$ cat config.mk
export PLATFORM = sky130hd
export DESIGN_NAME = iss_port_alloc
export DESIGN_NICKNAME = d
export VERILOG_FILES = /design/src/rtl/iss_pkg.sv /design/src/rtl/iss_class_decode.sv /design/src/rtl/iss_slot_pick.sv /design/src/rtl/iss_port_alloc.sv
export SDC_FILE = /design/constraint.sdc
export NUM_CORES = 1
export LEC_CHECK = 0
export ABC_AREA = 0
export BUFFER_PORTS_ARGS = -buffer_cell sky130_fd_sc_hd__buf_2
export CORE_UTILIZATION = 30
export CTS_BUF_LIST = sky130_fd_sc_hd__clkbuf_4 sky130_fd_sc_hd__clkbuf_8
export CTS_CLUSTER_SIZE = 10
export DETAILED_ROUTE_END_ITERATION = 10
export GPL_TIMING_DRIVEN = 0
export PLACE_DENSITY = 0.56
export SKIP_LAST_GASP = 1
export SLEW_MARGIN = 20
export SYNTH_ARGS = -nofsm -noshare
export SYNTH_HDL_FRONTEND = slang
export SYNTH_SLANG_ARGS = --single-unit
export TNS_END_PERCENT = 100
$ cat constraint.sdc
create_clock -name clk -period 0.8 [get_ports clk]
set_input_delay 0.16 -clock clk [delete_from_list [all_inputs] [get_ports clk]]
set_output_delay 0.16 -clock clk [all_outputs]
set_load 0.01 [all_outputs]
$ cat src/rtl/iss_pkg.sv
package iss_pkg;

    localparam int CLS_W  = 4;
    localparam int PORT_W = 3;
    localparam int NRES   = 4;

    // resource bits: two load/store pipes, two shared execute lanes
    localparam int RS_LS0 = 0;
    localparam int RS_LS1 = 1;
    localparam int RS_LNA = 2;   // integer A / FP A
    localparam int RS_LNB = 3;   // integer B / FP B

    localparam logic [PORT_W-1:0] PT_LS0 = 3'd0;
    localparam logic [PORT_W-1:0] PT_LS1 = 3'd1;
    localparam logic [PORT_W-1:0] PT_EX0 = 3'd2;
    localparam logic [PORT_W-1:0] PT_EX1 = 3'd3;
    localparam logic [PORT_W-1:0] PT_FP0 = 3'd4;
    localparam logic [PORT_W-1:0] PT_FP1 = 3'd5;

    localparam logic [CLS_W-1:0] CL_MULTI = 4'd0;
    localparam logic [CLS_W-1:0] CL_SALU  = 4'd1;
    localparam logic [CLS_W-1:0] CL_ALU   = 4'd2;
    localparam logic [CLS_W-1:0] CL_EXA   = 4'd3;
    localparam logic [CLS_W-1:0] CL_EXB   = 4'd4;
    localparam logic [CLS_W-1:0] CL_LD    = 4'd5;
    localparam logic [CLS_W-1:0] CL_LDX   = 4'd6;
    localparam logic [CLS_W-1:0] CL_ST    = 4'd7;
    localparam logic [CLS_W-1:0] CL_FST   = 4'd8;
    localparam logic [CLS_W-1:0] CL_FSTX  = 4'd9;
    localparam logic [CLS_W-1:0] CL_FEXE  = 4'd10;
    localparam logic [CLS_W-1:0] CL_FPB   = 4'd11;
    localparam logic [CLS_W-1:0] CL_FPA   = 4'd12;

    typedef enum logic [1:0] {
        LK_NONE,     // no load/store pipe
        LK_ANY,      // pipe A then pipe B
        LK_ONLYB,    // pipe B only
        LK_OPTB      // pipe B if free and ready, else execute side
    } ls_kind_e;

    typedef enum logic [3:0] {
        XK_NONE,
        XK_INT_ANY,
        XK_INT_A,
        XK_INT_B,
        XK_FP_ANY,
        XK_FP_EXE,
        XK_FP_A,
        XK_FP_B,
        XK_ALL
    } ex_kind_e;

    typedef struct packed {
        ls_kind_e ls;
        ex_kind_e ex;
    } need_t;

endpackage

$ cat src/rtl/iss_class_decode.sv
module iss_class_decode
    import iss_pkg::*;
(
    input  logic [CLS_W-1:0] i_cls,
    output need_t            o_need
);

    always_comb begin
        o_need = '{ls: LK_NONE, ex: XK_ALL};
        unique case (i_cls)
            CL_SALU: o_need = '{ls: LK_OPTB,  ex: XK_INT_ANY};
            CL_ALU:  o_need = '{ls: LK_NONE,  ex: XK_INT_ANY};
            CL_EXA:  o_need = '{ls: LK_NONE,  ex: XK_INT_A};
            CL_EXB:  o_need = '{ls: LK_NONE,  ex: XK_INT_B};
            CL_LD:   o_need = '{ls: LK_ANY,   ex: XK_NONE};
            CL_LDX:  o_need = '{ls: LK_ONLYB, ex: XK_NONE};
            CL_ST:   o_need = '{ls: LK_ANY,   ex: XK_INT_ANY};
            CL_FST:  o_need = '{ls: LK_ANY,   ex: XK_FP_ANY};
            CL_FSTX: o_need = '{ls: LK_ONLYB, ex: XK_FP_ANY};
            CL_FEXE: o_need = '{ls: LK_NONE,  ex: XK_FP_EXE};
            CL_FPB:  o_need = '{ls: LK_NONE,  ex: XK_FP_B};
            CL_FPA:  o_need = '{ls: LK_NONE,  ex: XK_FP_A};
            default: o_need = '{ls: LK_NONE,  ex: XK_ALL};
        endcase
    end

endmodule

$ cat src/rtl/iss_slot_pick.sv
module iss_slot_pick
    import iss_pkg::*;
(
    input  need_t             i_need,
    input  logic [NRES-1:0]   i_free,
    input  logic              i_rdy,
    input  logic              i_one_fp,
    output logic              o_ok,
    output logic [NRES-1:0]   o_take,
    output logic [PORT_W-1:0] o_pri,
    output logic              o_aux_vld,
    output logic [PORT_W-1:0] o_aux
);

    logic              alu_on_ls;
    logic              ls_ok, ex_ok;
    logic [NRES-1:0]   ls_take, ex_take;
    logic [PORT_W-1:0] ls_port, ex_port;
    ex_kind_e          ex_eff;

    assign alu_on_ls = (i_need.ls == LK_OPTB) && i_free[RS_LS1] && i_rdy;
    assign ex_eff    = alu_on_ls ? XK_NONE : i_need.ex;

    // load/store side
    always_comb begin
        ls_ok   = 1'b1;
        ls_take = '0;
        ls_port = PT_LS0;
        unique case (i_need.ls)
            LK_ANY: begin
                if (i_free[RS_LS0]) begin
                    ls_take[RS_LS0] = 1'b1;
                end else if (i_free[RS_LS1]) begin
                    ls_take[RS_LS1] = 1'b1;
                    ls_port         = PT_LS1;
                end else begin
                    ls_ok = 1'b0;
                end
            end
            LK_ONLYB: begin
                ls_ok           = i_free[RS_LS1];
                ls_take[RS_LS1] = 1'b1;
                ls_port         = PT_LS1;
            end
            LK_OPTB: begin
                if (alu_on_ls) begin
                    ls_take[RS_LS1] = 1'b1;
                    ls_port         = PT_LS1;
                end
            end
            default: ;
        endcase
    end

    // execute side: lane B is searched before lane A
    always_comb begin
        ex_ok   = 1'b1;
        ex_take = '0;
        ex_port = PT_EX1;
        unique case (ex_eff)
            XK_INT_ANY: begin
                if (i_free[RS_LNB]) begin
                    ex_take[RS_LNB] = 1'b1;
                end else if (i_free[RS_LNA]) begin
                    ex_take[RS_LNA] = 1'b1;
                    ex_port         = PT_EX0;
                end else begin
                    ex_ok = 1'b0;
                end
            end
            XK_INT_A: begin
                ex_ok           = i_free[RS_LNA];
                ex_take[RS_LNA] = 1'b1;
                ex_port         = PT_EX0;
            end
            XK_INT_B: begin
                ex_ok           = i_free[RS_LNB];
                ex_take[RS_LNB] = 1'b1;
            end
            XK_FP_ANY, XK_FP_EXE: begin
                if (i_free[RS_LNB]) begin
                    ex_take[RS_LNB] = 1'b1;
                    ex_port         = PT_FP1;
                end else if (i_free[RS_LNA] &&
                             !(ex_eff == XK_FP_EXE && i_one_fp)) begin
                    ex_take[RS_LNA] = 1'b1;
                    ex_port         = PT_FP0;
                end else begin
                    ex_ok = 1'b0;
                end
            end
            XK_FP_A: begin
                ex_ok           = i_free[RS_LNA];
                ex_take[RS_LNA] = 1'b1;
                ex_port         = PT_FP0;
            end
            XK_FP_B: begin
                ex_ok           = i_free[RS_LNB];
                ex_take[RS_LNB] = 1'b1;
                ex_port         = PT_FP1;
            end
            XK_ALL: begin
                ex_ok   = &i_free;
                ex_take = '1;
            end
            default: ;
        endcase
    end

    always_comb begin
        o_ok      = ls_ok && ex_ok;
        o_take    = ls_take | ex_take;
        o_aux_vld = 1'b0;
        o_aux     = '0;
        if (ex_eff == XK_ALL) begin
            o_pri = PT_LS0;
        end else if (i_need.ls == LK_ANY || i_need.ls == LK_ONLYB || alu_on_ls) begin
            o_pri = ls_port;
            if (ex_eff != XK_NONE) begin
                o_aux_vld = 1'b1;
                o_aux     = ex_port;
            end
        end else begin
            o_pri = ex_port;
        end
    end

endmodule

$ cat src/rtl/iss_port_alloc.sv
module iss_port_alloc
    import iss_pkg::*;
#(
    parameter int NSLOT = 4
) (
    input  logic                         clk,
    input  logic                         rst_n,
    input  logic                         i_fpexc_en,
    input  logic                         i_fp32_mode,
    input  logic [NSLOT-1:0]             i_vld,
    input  logic [NSLOT-1:0][CLS_W-1:0]  i_cls,
    input  logic [NSLOT-1:0]             i_rdy,
    output logic [NSLOT-1:0]             o_grant,
    output logic [NSLOT-1:0]             o_stall,
    output logic [NSLOT-1:0][PORT_W-1:0] o_port,
    output logic [NSLOT-1:0]             o_aux_vld,
    output logic [NSLOT-1:0][PORT_W-1:0] o_aux_port
);

    logic                 one_fp;
    logic [NRES-1:0]      free_c [NSLOT+1];
    logic                 blk_c  [NSLOT+1];
    logic [NSLOT-1:0]     go;
    logic [NSLOT-1:0]     aux_c;
    logic [PORT_W-1:0]    pri_c  [NSLOT];
    logic [PORT_W-1:0]    auxp_c [NSLOT];

    assign one_fp    = i_fpexc_en | i_fp32_mode;
    assign free_c[0] = '1;
    assign blk_c[0]  = 1'b0;

    for (genvar s = 0; s < NSLOT; s++) begin : g_slot
        need_t           need;
        logic            ok;
        logic [NRES-1:0] take;

        iss_class_decode u_dec (
            .i_cls  (i_cls[s]),
            .o_need (need)
        );

        iss_slot_pick u_pick (
            .i_need    (need),
            .i_free    (free_c[s]),
            .i_rdy     (i_rdy[s]),
            .i_one_fp  (one_fp),
            .o_ok      (ok),
            .o_take    (take),
            .o_pri     (pri_c[s]),
            .o_aux_vld (aux_c[s]),
            .o_aux     (auxp_c[s])
        );

        assign go[s]       = i_vld[s] && !blk_c[s] && ok;
        assign free_c[s+1] = go[s] ? (free_c[s] & ~take) : free_c[s];
        assign blk_c[s+1]  = blk_c[s] | (i_vld[s] & ~go[s]);
    end

    always_ff @(posedge clk or negedge rst_n) begin
        if (!rst_n) begin
            o_grant    <= '0;
            o_stall    <= '0;
            o_port     <= '0;
            o_aux_vld  <= '0;
            o_aux_port <= '0;
        end else begin
            o_grant   <= go;
            o_stall   <= i_vld & ~go;
            o_aux_vld <= go & aux_c;
            for (int s = 0; s < NSLOT; s++) begin
                o_port[s]     <= go[s] ? pri_c[s] : '0;
                o_aux_port[s] <= (go[s] && aux_c[s]) ? auxp_c[s] : '0;
            end
        end
    end

endmodule

Yosys cells after proc, flatten, opt, wreduce, memory -nomap -nowiden

Memory sizes are Yosys's and may differ from the RTL's.
Index checks and enable logic that the tools add are counted.

Memories kept: 4
Output and inout port bits: 36
Input port bits: 28
Memory bits (read-only): 384
Register bits: 36

Memory list:

| name            | depth | width | read ports | clocked after memory_dff | write ports | RTL line               | source |
|---|---|---|---|---|---|---|---|
| (no name shown) | 16    | 6     | 1          | 0                        | 0           | iss_class_decode.sv:10 | `unique case (i_cls)` |
| (no name shown) | 16    | 6     | 1          | 0                        | 0           | iss_class_decode.sv:10 |  |
| (no name shown) | 16    | 6     | 1          | 0                        | 0           | iss_class_decode.sv:10 |  |
| (no name shown) | 16    | 6     | 1          | 0                        | 0           | iss_class_decode.sv:10 |  |

Bitwise gates (word level): 17
Equality and inequality tests: 44
Multiplexer cells: 129
Reduce and logical (&&, ||, !) cells: 63

Operators by type and width:

| cell                                                | number |
|---|---|
| 2-to-1 mux 3 bit                                    | 34 |
| equality test 4 x 3 -> 1 bit, second input constant | 16 |
| 2-to-1 mux 1 bit                                    | 64 |
| one-hot mux 3 bit (5 select lines)                  | 3 |
| one-hot mux 3 bit (3 select lines)                  | 4 |
| equality test 4 x 2 -> 1 bit, second input constant | 8 |
| 2-to-1 mux 4 bit                                    | 7 |
| logical AND 1 bit                                   | 25 |
| OR reduction 3 bit                                  | 8 |
| OR reduction 2 bit                                  | 9 |
| bitwise AND 4 bit                                   | 4 |
| equality test 2 bit, second input constant          | 8 |
| equality test 4 x 1 -> 1 bit, second input constant | 4 |
| equality test 4 bit, second input constant          | 4 |
| inverter 4 bit                                      | 4 |
| nonzero test 4 bit                                  | 4 |
| one-hot mux 1 bit (5 select lines)                  | 3 |
| OR 2 x 4 -> 4 bit                                   | 3 |
| one-hot mux 1 bit (2 select lines)                  | 6 |
| one-hot mux 1 bit (3 select lines)                  | 4 |
| AND reduction 4 bit                                 | 3 |
| equality test 2 x 1 -> 1 bit, second input constant | 4 |
| logical OR 1 bit                                    | 8 |
| 2-to-1 mux 2 bit                                    | 3 |
| 6 further kinds                                     | 13 |

Depth between registers and ports, before layout

An unclocked memory read counts as a cell.

Word-level depth: 52
Gate-level depth with buffers: 20
Gate-level depth less buffers: 20

Hierarchy

From an unflattened synthesis, not the netlist that was laid out.

Cell total of the unflattened synthesis: 427
Area total of the unflattened synthesis: 3564.7 um^2

By module, submodules not included:

| module                                  | instances | seq. area each (um^2) | area each (um^2) | cells each |
|---|---|---|---|---|
| iss_port_alloc                          | 1         | 900.9                 | 1306.3           | 99 |
| iss_slot_pick at g_slot[1].u_pick ...   | 3         | 0.0                   | 381.6            | 61 |
| iss_class_decode at g_slot[1].u_dec ... | 3         | 0.0                   | 177.7            | 21 |
| iss_slot_pick at g_slot[0].u_pick       | 1         | 0.0                   | 387.9            | 60 |
| iss_class_decode at g_slot[0].u_dec     | 1         | 0.0                   | 192.7            | 22 |

Worst setup path before layout

OpenSTA, ideal clock, no wires.

Path kind: input -> register
Start: in i_cls[2] in the netlist's numbering
End: reg o_aux_port[11] in the netlist's numbering
Setup slack: -3207 ps
Data required time: 720 ps
Arrival: 3927 ps
Buffers on the path: 2
Library setup time: 80 ps
Stages: 19
Cells stage by stage: buf_6 > buf_2 > nor2b_1 > a21oi_1 > o21ai_0 > inv_1 > ha_1 > a21oi_1 > o211ai_2 > and2_2 > nor2_2 > nor4_4 > o31a_2 > o211a_1 > o21ai_2 > o21ai_2 > a22o_1 > or4_4 > nor3b_2

Word-level cells in the longest chain between the ends: 49
Elaborated cells on any way between the ends: 167
Classes of those cells: eq/ne (35); mux (69); bitwise (13); reduce/logical (49); memory (1)

Ends and longest elaborated chain:

| item                                                                                            | RTL line                                   | source |
|---|---|---|
| from (decl)                                                                                     | iss_port_alloc.sv:11                       | `input logic [NSLOT-1:0][CLS_W-1:0] i_cls,` |
| memory (16 x 6 bit) *                                                                           | -                                          |  |
| equality test 2 bit                                                                             | iss_slot_pick.sv:21, iss_slot_pick.sv:29   |  |
| logical AND 1 bit                                                                               | iss_slot_pick.sv:21                        | `assign alu_on_ls = (i_need.ls == LK_OPTB) && i_free[RS_LS1] && i_rdy;` |
| 2-to-1 mux 4 bit                                                                                | iss_slot_pick.sv:22                        | `assign ex_eff = alu_on_ls ? XK_NONE : i_need.ex;` |
| equality test 4 bit                                                                             | iss_slot_pick.sv:60                        | `unique case (ex_eff)` |
| 2-to-1 mux 2 bit                                                                                | iss_slot_pick.sv:60                        |  |
| OR 2 x 4 -> 4 bit *                                                                             | iss_slot_pick.sv:112                       | `o_take = ls_take \| ex_take;` |
| inverter 4 bit *                                                                                | iss_port_alloc.sv:55                       | `assign free_c[s+1] = go[s] ? (free_c[s] & ~take) : free_c[s];` |
| (+33 left out)                                                                                  | -                                          |  |
| logical AND 1 bit                                                                               | iss_slot_pick.sv:84                        | `end else if (i_free[RS_LNA] &&` |
| 2-to-1 mux 3 bit / 2-to-1 mux 1 bit (equally long branches)                                     | -                                          |  |
| 2-to-1 mux 3 bit / 2-to-1 mux 1 bit (equally long branches)                                     | iss_slot_pick.sv:81                        | `if (i_free[RS_LNB]) begin` |
| one-hot mux 3 bit (5 select lines) / one-hot mux 1 bit (5 select lines) (equally long branches) | iss_slot_pick.sv:60                        |  |
| 2-to-1 mux 3 bit / logical AND 1 bit (equally long branches)                                    | iss_slot_pick.sv:119, iss_slot_pick.sv:111 |  |
| 2-to-1 mux 3 bit / logical AND 1 bit (equally long branches)                                    | iss_slot_pick.sv:117, iss_port_alloc.sv:54 |  |
| 2-to-1 mux 3 bit / logical AND 1 bit (equally long branches)                                    | iss_slot_pick.sv:115, iss_port_alloc.sv:72 |  |
| 2-to-1 mux 3 bit *                                                                              | iss_port_alloc.sv:72                       | `o_aux_port[s] <= (go[s] && aux_c[s]) ? auxp_c[s] : '0;` |
| to (signal, indexed assignment)                                                                 | iss_port_alloc.sv:72                       |  |
| to (decl)                                                                                       | iss_port_alloc.sv:17                       | `output logic [NSLOT-1:0][PORT_W-1:0] o_aux_port` |

Mark *: on every way between the ends. The rest lies on a longest branch, timed or not.

Worst setup path after layout

Start: in i_cls[1] in the netlist's numbering
End: reg o_aux_port[11] in the netlist's numbering

Same word-level chain as after synthesis.

==> reports/metrics.cfg <==
[timing]
tns_ns=-72.02
fin_crit_sh_pct=455
rsz0062_at_grt=yes
fin_crit_ns=3.64
hold_ws_ns=-0.0661
hold_viol_final=35
finalSetupViolations=69
max_slew_margin_pct=51.5
tightest_slew_ns=0.727
slew_violations=0
worst_slack_ns=-2.84
fmax_mhz=275

[critical_path]
cp-end-kind=flip-flop
critPathRequiredTime_ns=1.01
start_kind=primary input
critPathLaunch=i_cls[1]
crit_type=in2reg
worstPathMaxFanout=6
crit_arrival_ns=3.85

[finish]
final_cell_mix=buf_4, buf_2, nor2_1
final_common_cell=buf_4
fin_area_um2=5280
area_growth_pct=50.0
nNetsFinal=613
n_fill_cell=1104
num_antenna_cells=0
drive_above_1_share_pct=43.5

[logic_synthesis]
synth_area_leaders=dfrtp_1, ha_1, nor2_1
ys_ff_latch=35
syn-num-nets=488
yosysWarnings=0
yosysSeqAreaShare_pct=24.9
yosysTopAreaCell=dfrtp_1
synth_edf_count=0
syn_inst=428
syn_area_um2=3520
synth_top_area_share_pct=24.9
synthArstFlopShare_pct=100
synthFlopType=dfrtp_1
yosysUniqueCellTypes=80
avgSynthCellArea_um2=8.22

[floorplan]
io_pins=64
die_x_um=110
die_h_um=110
core_um2=11400
die-area_um2=12200
rows=39
initial_utilization_pct=30.8

[grt]
grt_max_degree=36
track_usage_pct=17.4
antenna_found_initial=0
grt_pass1_wl_um=16700
grt_pass1_vias=3424
gr-total-overflow=0

[clock_tree]
h-tree-depth=2
clkTransAtPathRegs_ns=0.07
cts_buffers=5
cts_tree=built
root_buffer=clkbuf_8
cts.sinks=35
cts_hold_buf=1
clock_path_buffers=2

[routing]
vias=3713
ant_nets=0
avgRoutedWirePerCell_um=15.2
via_per_inst=5.33
drt_iter0_drc=230
totalWireLength_um=10600
drc=0
dr.pass1.iters=5

[placement]
dp_hpwl_um=7510
dpl_cell_area_um2=4180
place_ws_ns=-3.45
port_buffers=60
gp_congestion=0.852

[pwr]
peakVddDrop_uv=801
p_leak_nw=2.39
power_density_nw_per_um2=1250

[status]
violations=negative hold slack, negative setup slack
outcome=complete, but fails checks

[min_path]
min_path_type=in2async

[job]
max_cap_viol_count=0

-- per-stage QoR --
step / total power [W] / utilization (%) / cells
finish: 0.00661 / 46.2 / 697
global route: 0.00703 / 46.2 / 697
CTS: 0.00639 / 44.1 / 689
detailed placement: 0.00442 / 36.6 / 631
global placement: 0.00439 / 36.6 / 631
floorplan: 0.00376 / - / 428
-- worst max-delay path, stage by stage --
cell	delay [ns]
buf_12	0.09
inv_8	0.04
ha_4	0.14
nor2b_4	0.12
a21oi_2	0.15
o21ai_4	0.09
ha_4	0.18
nand2_4	0.10
nand2_4	0.06
a31oi_4	0.24
a31oi_4	0.16
nor4_4	0.43
buf_4	0.19
o31a_4	0.18
buf_4	0.13
nand3_4	0.11
a21oi_4	0.22
o21ai_4	0.10
buf_6	0.13
a22o_1	0.21
or4_4	0.44
nor3b_2	0.20
-- state kept, by name, indices dropped and copies added, names as in the netlist --
register    count
o_aux_port     12
o_grant         4
o_port         12
o_stall         3
o_aux_vld       4
-- how the worst max path moves through the flow --
stage,end,slack [ns],depth (start not counted)
after floorplan,o_port[9],-2.74,19
after global placement,o_port[11],-3.42,15
after detailed placement,o_port[11],-3.45,17
after CTS,o_port[9],-2.76,23
after global routing,o_port[9],-2.98,17
final,o_aux_port[11],-2.84,22
-- power by group --
group          total (W)  internal [W]  switching [W]  leakage (nW)
registers        0.00194       0.00190      0.0000410         0.472
clock network    0.00122      0.000640       0.000577        0.0446
logic            0.00346       0.00158        0.00188          1.87
-- repair_timing --
item | 4_1_cts | 5_1_grt
hold endpoints to repair | 36 | 29
setup endpoints to repair | 69 | 69
pin swaps | 28 | 19
buffers inserted | 50 | 15
gates resized for setup | 95 | 36
-- routing by layer --
layer / wire length (um) / up-vias / global-route usage, %
li1: - / 1802 / -
met4: 143 / 0 / 6.20
met1: 4980 / 1759 / 24.5
met5: 0 / - / 0
met3: 572 / 12 / 2.53
met2: 4880 / 140 / 26.8
-- synth_stat cells (3+ instances only) --
| library cell | number |
|---|---|
| dfrtp_1 | 35 |
| a31o_2 | 9 |
| o221ai_1 | 3 |
| o21ai_1 | 4 |
| a21oi_1 | 24 |
| a21o_1 | 7 |
| inv_1 | 43 |
| nand3b_1 | 5 |
| a211o_1 | 3 |
| o21a_1 | 3 |
| o21ai_0 | 22 |
| nor2_1 | 45 |
| buf_4 | 3 |
| o211ai_1 | 13 |
| mux2i_1 | 3 |
| xor2_1 | 4 |
| buf_2 | 3 |
| or3_1 | 4 |
| clkbuf_1 | 9 |
| and2_1 | 6 |
| nand2b_1 | 5 |
| a32o_1 | 3 |
| nor3_1 | 14 |
| nand3_1 | 10 |
| ha_1 | 32 |
| o31ai_1 | 4 |
| nor2b_1 | 15 |
| a41oi_1 | 3 |
| nor4b_1 | 3 |
| nand2_1 | 28 |
-- cells by family (layout without fill, tap and decap cells) --
logic type	after synthesis	after routing	synth area share, %
DFF	35	35	24.9
buffers and inverters	60	186	7.04
muxes	4	4	1.17
adders and majority gates	32	32	11.4
other	1	1	0.107
xor gates and xnor gates	5	5	1.24
AOI/OAI and AO/OA	133	133	29.2
and+or+nand+nor	158	158	25.0
-- final cells by class --
cell class / instances / area (um2) / share of cell area, %
Buffer: 15 / 105 / 1.99
Clock buffer: 6 / 76.3 / 1.45
Clock inverter: 2 / 12.5 / 0.237
Inverter: 43 / 174 / 3.30
Multi-Input combinational cell: 333 / 2950 / 55.9
Sequential cell: 35 / 876 / 16.6
Tap cell: 143 / 179 / 3.39
Timing Repair Buffer: 120 / 903 / 17.1
Power figures use the tool's default switching activity.
